$ cat src/rtl/xlat_pkg.sv
package xlat_pkg;

    localparam logic [7:0] OP_TRIGGER  = 8'h03;
    localparam logic [7:0] OP_SYNC     = 8'h05;
    localparam logic [7:0] OP_DEV_MAP  = 8'h08;
    localparam logic [7:0] OP_COLL_MAP = 8'h09;
    localparam logic [7:0] OP_EVT_MAP  = 8'h0A;
    localparam logic [7:0] OP_INV_ALL  = 8'h0D;

    localparam logic [31:0] LOWEST_MSG_IRQ = 32'd8192;

    // Decoded command fields
    typedef struct packed {
        logic [7:0]  op;
        logic [31:0] dev;
        logic [31:0] evt;
        logic [31:0] intid;
        logic [15:0] coll;
        logic [31:0] target;
        logic [4:0]  size;
        logic        vld;
    } cmd_t;

    typedef struct packed {
        logic       vld;
        logic [4:0] size;
    } dev_ent_t;

    typedef struct packed {
        logic        vld;
        logic [31:0] target;
    } coll_ent_t;

    typedef struct packed {
        logic        vld;
        logic [31:0] intid;
        logic [15:0] coll;
    } ite_ent_t;

    // Event fits in a range of 2^(size+1) identifiers
    function automatic logic evt_fits(logic [31:0] evt, logic [4:0] size);
        logic [5:0] sh;
        sh = {1'b0, size} + 6'd1;
        return (evt >> sh) == 32'd0;
    endfunction

endpackage

$ cat src/rtl/xlat_cmd_decode.sv
module xlat_cmd_decode
    import xlat_pkg::*;
(
    input  logic [3:0][63:0] words,
    output cmd_t             cmd
);
    logic unused_bits;

    always_comb begin
        cmd.op     = words[0][7:0];
        cmd.dev    = words[0][63:32];
        cmd.evt    = words[1][31:0];
        cmd.intid  = words[1][63:32];
        cmd.size   = words[1][4:0];
        cmd.coll   = words[2][15:0];
        cmd.target = words[2][47:16];
        cmd.vld    = words[2][63];
    end

    // Reserved bits, table address and word 3 carry nothing the engine needs
    assign unused_bits = ^{words[0][31:8], words[2][62:48], words[3]};

endmodule

$ cat src/rtl/xlat_table.sv
module xlat_table #(
    parameter int unsigned N = 4,
    parameter int unsigned W = 8
) (
    input  logic                      clk,
    input  logic                      rst,
    input  logic                      we,
    input  logic [$clog2(N)-1:0]      waddr,
    input  logic [W-1:0]              wdata,
    input  logic [$clog2(N)-1:0]      raddr,
    output logic [W-1:0]              rdata
);
    localparam int unsigned AW = $clog2(N);

    logic [W-1:0] ent [N];

    for (genvar g = 0; g < N; g++) begin : g_ent
        always_ff @(posedge clk) begin
            if (rst)
                ent[g] <= '0;
            else if (we && waddr == AW'(g))
                ent[g] <= wdata;
        end
    end

    assign rdata = ent[raddr];

endmodule

$ cat src/rtl/xlat_cmd_engine.sv
module xlat_cmd_engine
    import xlat_pkg::*;
#(
    parameter int unsigned DEV_N  = 4,
    parameter int unsigned EVT_N  = 8,
    parameter int unsigned COLL_N = 4,
    parameter int unsigned ERR_W  = 8
) (
    input  logic             clk,
    input  logic             rst,
    input  logic             cmd_valid,
    output logic             cmd_ready,
    input  logic [3:0][63:0] cmd_words,
    input  logic             msg_valid,
    output logic             msg_ready,
    input  logic [31:0]      msg_dev,
    input  logic [31:0]      msg_evt,
    output logic             irq_valid,
    input  logic             irq_ready,
    output logic [31:0]      irq_id,
    output logic [31:0]      irq_target,
    output logic             inval_pulse,
    output logic [31:0]      inval_target,
    output logic             sync_done,
    output logic [31:0]      sync_target,
    output logic [ERR_W-1:0] err_count,
    output logic             err_sticky
);
    localparam int unsigned DIW   = $clog2(DEV_N);
    localparam int unsigned EIW   = $clog2(EVT_N);
    localparam int unsigned CIW   = $clog2(COLL_N);
    localparam int unsigned ITE_N = DEV_N * EVT_N;
    localparam int unsigned DEW   = $bits(dev_ent_t);
    localparam int unsigned CEW   = $bits(coll_ent_t);
    localparam int unsigned IEW   = $bits(ite_ent_t);

    cmd_t      dec;
    logic      cmd_fire, msg_fire, trig;
    logic [31:0] lk_dev, lk_evt;
    logic [15:0] coll_sel;
    logic      dev_in, evt_in, coll_in, evt_rng;
    logic      map_ok, hit;
    logic      dev_we, coll_we, ite_we;
    dev_ent_t  dev_rd;
    coll_ent_t coll_rd;
    ite_ent_t  ite_rd;
    logic [DEW-1:0] dev_raw;
    logic [CEW-1:0] coll_raw;
    logic [IEW-1:0] ite_raw;
    logic [DIW+EIW-1:0] ite_idx;

    xlat_cmd_decode u_dec (.words(cmd_words), .cmd(dec));

    assign cmd_ready = !irq_valid;
    assign msg_ready = !irq_valid && !cmd_valid;
    assign cmd_fire  = cmd_valid && cmd_ready;
    assign msg_fire  = msg_valid && msg_ready;
    assign trig      = (cmd_fire && dec.op == OP_TRIGGER) || msg_fire;

    // Shared lookup path: command fields win over message fields
    assign lk_dev   = cmd_fire ? dec.dev : msg_dev;
    assign lk_evt   = cmd_fire ? dec.evt : msg_evt;
    assign coll_sel = (cmd_fire && (dec.op == OP_EVT_MAP || dec.op == OP_COLL_MAP ||
                                    dec.op == OP_INV_ALL)) ? dec.coll : ite_rd.coll;

    assign dev_in  = lk_dev < DEV_N;
    assign evt_in  = lk_evt < EVT_N;
    assign coll_in = 32'(coll_sel) < COLL_N;
    assign ite_idx = {lk_dev[DIW-1:0], lk_evt[EIW-1:0]};

    assign dev_rd  = dev_ent_t'(dev_raw);
    assign coll_rd = coll_ent_t'(coll_raw);
    assign ite_rd  = ite_ent_t'(ite_raw);
    assign evt_rng = evt_fits(lk_evt, dev_rd.size);

    assign map_ok = dev_in && dev_rd.vld && evt_in && evt_rng &&
                    coll_in && coll_rd.vld && (dec.intid >= LOWEST_MSG_IRQ);
    assign hit    = dev_in && dev_rd.vld && evt_in && evt_rng &&
                    ite_rd.vld && coll_in && coll_rd.vld;

    assign dev_we  = cmd_fire && dec.op == OP_DEV_MAP && dev_in;
    assign coll_we = cmd_fire && dec.op == OP_COLL_MAP && coll_in;
    assign ite_we  = cmd_fire && dec.op == OP_EVT_MAP && map_ok;

    xlat_table #(.N(DEV_N), .W(DEW)) u_dev_tbl (
        .clk(clk), .rst(rst), .we(dev_we), .waddr(lk_dev[DIW-1:0]),
        .wdata(DEW'({dec.vld, dec.size})), .raddr(lk_dev[DIW-1:0]), .rdata(dev_raw));

    xlat_table #(.N(COLL_N), .W(CEW)) u_coll_tbl (
        .clk(clk), .rst(rst), .we(coll_we), .waddr(coll_sel[CIW-1:0]),
        .wdata(CEW'({dec.vld, dec.target})), .raddr(coll_sel[CIW-1:0]), .rdata(coll_raw));

    xlat_table #(.N(ITE_N), .W(IEW)) u_ite_tbl (
        .clk(clk), .rst(rst), .we(ite_we), .waddr(ite_idx),
        .wdata(IEW'({1'b1, dec.intid, dec.coll})), .raddr(ite_idx), .rdata(ite_raw));

    // Interrupt output stage
    always_ff @(posedge clk) begin
        if (rst) begin
            irq_valid  <= 1'b0;
            irq_id     <= '0;
            irq_target <= '0;
            err_sticky <= 1'b0;
        end else begin
            if (irq_valid && irq_ready)
                irq_valid <= 1'b0;
            if (trig) begin
                if (hit) begin
                    irq_valid  <= 1'b1;
                    irq_id     <= ite_rd.intid;
                    irq_target <= coll_rd.target;
                end else begin
                    err_sticky <= 1'b1;
                end
            end
        end
    end

    // Strobes and rejection counter
    always_ff @(posedge clk) begin
        if (rst) begin
            sync_done    <= 1'b0;
            sync_target  <= '0;
            inval_pulse  <= 1'b0;
            inval_target <= '0;
            err_count    <= '0;
        end else begin
            sync_done   <= cmd_fire && dec.op == OP_SYNC;
            inval_pulse <= cmd_fire && dec.op == OP_INV_ALL && coll_in && coll_rd.vld;
            if (cmd_fire && dec.op == OP_SYNC)
                sync_target <= dec.target;
            if (cmd_fire && dec.op == OP_INV_ALL)
                inval_target <= coll_rd.target;
            if (cmd_fire && dec.op == OP_EVT_MAP && !map_ok && err_count != '1)
                err_count <= err_count + 1'b1;
        end
    end

endmodule

$ cat config.mk
export PLATFORM = sky130hd
export DESIGN_NAME = xlat_cmd_engine
export DESIGN_NICKNAME = d
export VERILOG_FILES = /design/src/rtl/xlat_pkg.sv /design/src/rtl/xlat_cmd_decode.sv /design/src/rtl/xlat_table.sv /design/src/rtl/xlat_cmd_engine.sv
export SDC_FILE = /design/constraint.sdc
export NUM_CORES = 2
export LEC_CHECK = 0
export ABC_AREA = 1
export BUFFER_PORTS_ARGS = -buffer_cell sky130_fd_sc_hd__buf_2
export CELL_PAD_IN_SITES_DETAIL_PLACEMENT = 1
export CELL_PAD_IN_SITES_GLOBAL_PLACEMENT = 2
export CORE_UTILIZATION = 41
export DETAILED_ROUTE_END_ITERATION = 12
export GPL_TIMING_DRIVEN = 0
export PLACE_DENSITY = 0.85
export SYNTH_ARGS = -nofsm -noshare
export SYNTH_HDL_FRONTEND = slang
export SYNTH_SLANG_ARGS = --single-unit
$ cat constraint.sdc
create_clock -name clk -period 9.4 [get_ports clk]
set_input_delay 1.41 -clock clk [delete_from_list [all_inputs] [get_ports clk]]
set_output_delay 1.41 -clock clk [all_outputs]
set_load 0.01 [all_outputs]
==> results.tsv <==
stage	metric	value	unit
placement	Inst Count DP	10891	
pwr	P_sw	5.35	mW
pwr	Sw Share	26.9	%
clock_network	clk_lat worst skew	0.89	ns
final_layout	final core utilization	49.4	%
pwr	pwr/cell area	207	mW/mm2
grt	GRT Util Overall	33.6	%
logic_synthesis	Synth Area in XOR/XNOR	0	%
setup_path	Critical Path End Type	flop	
clock_network	CTS root buffer	clkbuf_16	
setup_path	critical path fanouts, max	23	
logic_synthesis	simple-gate share of the synthesized area	17.3	%
timing	Achievable Freq	136	MHz
clock_network	Post-CTS Setup Inserts	0	
floorplan	Core Region	0.195	mm2
routing	Wirelength per Cell	30.2	um
setup_path	Required @ worst endpoint	9.91	ns
logic_synthesis	YS warnings	0	
floorplan	# IOs	467	
logic_synthesis	Post-Syn Area	0.0806	mm2
timing	final setup vio count	0	
timing	period utilization	78.4	%
timing	Slew Limit Fails	88	
logic_synthesis	synth unique cells	57	
grt	initial antenna violation count	7	
logic_synthesis	Mapped Cells	7368	
logic_synthesis	register area share after synthesis	67.7	%
pwr	sequential share of power	48.3	%
min_path	Worst Hold Class	reg2reg	
routing	initial DRC count	8727	
timing	worst setup margin	2.03	ns
timing	min cycle time layout	7.37	ns
clock_network	CTS H-tree depth	4	
pwr	Power, Total	19.9	mW
final_layout	Area growth syn-to-layout	19.5	%
routing	overall via count from detail_route	65057	
clock_network	CTS buffer count	196	
timing	Final Skew	0.0907	ns
final_layout	Filler Cell Count	21290	
floorplan	die height	445	um
pwr	clock network power share	40.0	%
logic_synthesis	Synth async-reset ratio	0	%
placement	global placement routability congestion	0.938	
final_layout	commonest non-fill, non-tap cell in the layout	edfxtp_1	
final_layout	commonest non-fill, non-tap cells in the layout	edfxtp_1 (1723), nor2_1 (1360), nand2_1 (1301)	
logic_synthesis	post-synthesis compound-gate area fraction	9.35	%
pwr	combinational share of power	11.7	%
clock_network	CTS Hold Bufs	0	
placement	DP HPWL	241	mm
floorplan	die area	0.198	mm2
floorplan	row count	162	
final_layout	fin cells	11254	
logic_synthesis	post-synthesis adder-cell area fraction	0.0155	%
routing	final WL	340	mm
timing	hold_ws	0.462	ns
setup_path	CP Class	in2reg	
pwr	worst ir drop on vdd	0.000167	V
floorplan	Die X	445	um
pwr	Pint	14.6	mW
timing	Slew headroom	-7.88	%
clock_network	PostCTS Resize Cnt	0	
pwr	leak pwr	38.7	nW
grt	first-pass GRT wire length	471	mm
grt	largest net degree at the start of global routing	26	
placement	pre-CTS setup slack	1.16	ns
clock_network	worst-case clock buffer depth	3	
logic_synthesis	Syn Area/Cell	10.9	um2
grt	vias in the first global route	65228	
final_layout	ratio of cells with drive above 1 in the final layout	13.7	%
clock_network	CTS tree	yes	
timing	RSZ-0062 raised after global routing	false	
logic_synthesis	mux cell area share after synthesis	0.0124	%
logic_synthesis	largest family of logic cells by synthesized area	simple AND/OR/NAND/NOR gates	
logic_synthesis	Most used DFF post-synth	edfxtp_1	
status	failing checks	max-capacitance violations, max-slew violations	
job	Max Cap Violations	8	
clock_network	Worst-path clk slew	0.06	ns
routing	Via density	5.78	
clock_network	clock sinks	1864	
routing	Routed Antenna Nets	0	
floorplan	Initial Util	41.3	%
placement	number of I/O port buffers	362	
routing	drt drc	0	
logic_synthesis	number of flops mapped to enable cells by yosys	1723	
setup_path	Startpoint Class	primary input	
logic_synthesis	Yosys reg bits	1864	
final_layout	final-stage net count	8792	
setup_path	arrival time at the worst endpoint	7.88	ns
routing	First-pass DRT Iterations	6	
timing	final-report hold violation count	0	
grt	Overflow after GRT	0	
timing	worst slew pin tran	1.62	ns
status	status	finished, violations left	
cell families after synthesis:
group	count (synthesis)
AND/OR/NAND/NOR	3296
flip-flops	1864
AO/OA/AOI/OAI	1161
buffers and inverters	1044
multiplexers	1
adder cells (fa/ha/maj)	1
other	1
layout make-up:
class	instances	area (um2)	share of cell area (%)
clock buffers	247	5240	5.44
clock inverters	110	1230	1.27
repair buffers	453	3890	4.03
diodes	5	12.5	0.0130
plain buffers	547	2720	2.82
flip-flops and latches	1864	54600	56.6
well taps	2624	3280	3.41
multi-input cells	4907	23600	24.5
inverters	497	1870	1.94
final timing paths:
kind               from                   end  slack, ns  cells after the start
max           cmd_valid  u_ite_tbl.ent[17][9]       2.03                     24
min          err_sticky            err_sticky       0.46                      2
max reg2reg   irq_valid  u_ite_tbl.ent[17][9]       2.24                     24
min reg2reg  err_sticky            err_sticky       0.46                      2
worst max-delay path, stage by stage:
cell      delay (ns)
buf_4           0.20
nand2_8         0.10
buf_6           0.17
nand2_1         0.07
nand2_2         0.16
nor2_1          0.43
buf_1           0.60
nand2_1         0.12
nand2_1         0.09
nor2_1          0.09
nor2_1          0.40
nand2_1         0.11
nand2_1         0.10
nand3_1         0.11
o21bai_2        0.29
nand2_1         0.09
nor2_1          0.19
nand3_1         0.13
nor2_1          0.39
nand2_1         0.43
clkbuf_1        0.63
o21ai_4         0.98
buf_12          0.28
buf_12          0.22
synthesized netlist by cell type, types with 10 or more instances:
library cell | number | area (um2)
a21oi_1 | 286 | 1430
a22oi_1 | 552 | 4140
buf_1 | 37 | 139
buf_2 | 79 | 395
buf_6 | 67 | 754
clkbuf_1 | 355 | 1330
dfxtp_1 | 141 | 2820
edfxtp_1 | 1723 | 51700
inv_1 | 471 | 1770
inv_2 | 23 | 86.3
nand2_1 | 1301 | 4880
nand2_2 | 10 | 62.6
nand3_1 | 296 | 1480
nand3_2 | 11 | 110
nand3_4 | 20 | 350
nand4_1 | 29 | 181
nor2_1 | 1360 | 5100
nor2_2 | 139 | 870
nor3_1 | 16 | 80.1
nor4_1 | 35 | 219
o211ai_1 | 11 | 82.6
o21ai_0 | 177 | 886
o21ai_1 | 28 | 140
o21bai_1 | 35 | 263
o22ai_1 | 18 | 113
o41ai_1 | 34 | 298
or2_2 | 44 | 275
state kept, by name (all words and copies together) (netlist names):
name,count
err_sticky,1
u_ite_tbl.ent,1568
sync_done,1
inval_target,32
sync_target,32
irq_valid,1
err_count,8
irq_target,32
irq_id,32
u_dev_tbl.ent,24
inval_pulse,1
u_coll_tbl.ent,132
power by group through the flow:
stage	Sequential, mW	Clock [mW]	Combinational (mW)
after floorplan	9.78	0	1.12
after global placement	9.87	0	2.07
after detailed placement	9.79	0	2.24
after CTS	9.62	7.95	2.25
after global routing	9.65	8.23	2.41
final	9.62	7.96	2.33
metrics by stage:
| stage | setup TNS [ns] | instance area [um2] |
|---|---|---|
| global placement | -8886.28 | 87400 |
| finish | 0 | 96400 |
| detailed placement | 0 | 89900 |
| CTS | 0 | 96400 |
| floorplan | 0 | 82300 |
| global route | 0 | 96400 |
routing by layer:
layer	vias up	global-route usage (%)	share of wire [%]
met4	8	20.6	7.3
met1	32740	42.9	37
met5	-	0	0.018
met3	995	8.14	11
met2	4080	51.7	44
li1	27234	-	-
Power figures use the tool's default switching activity.
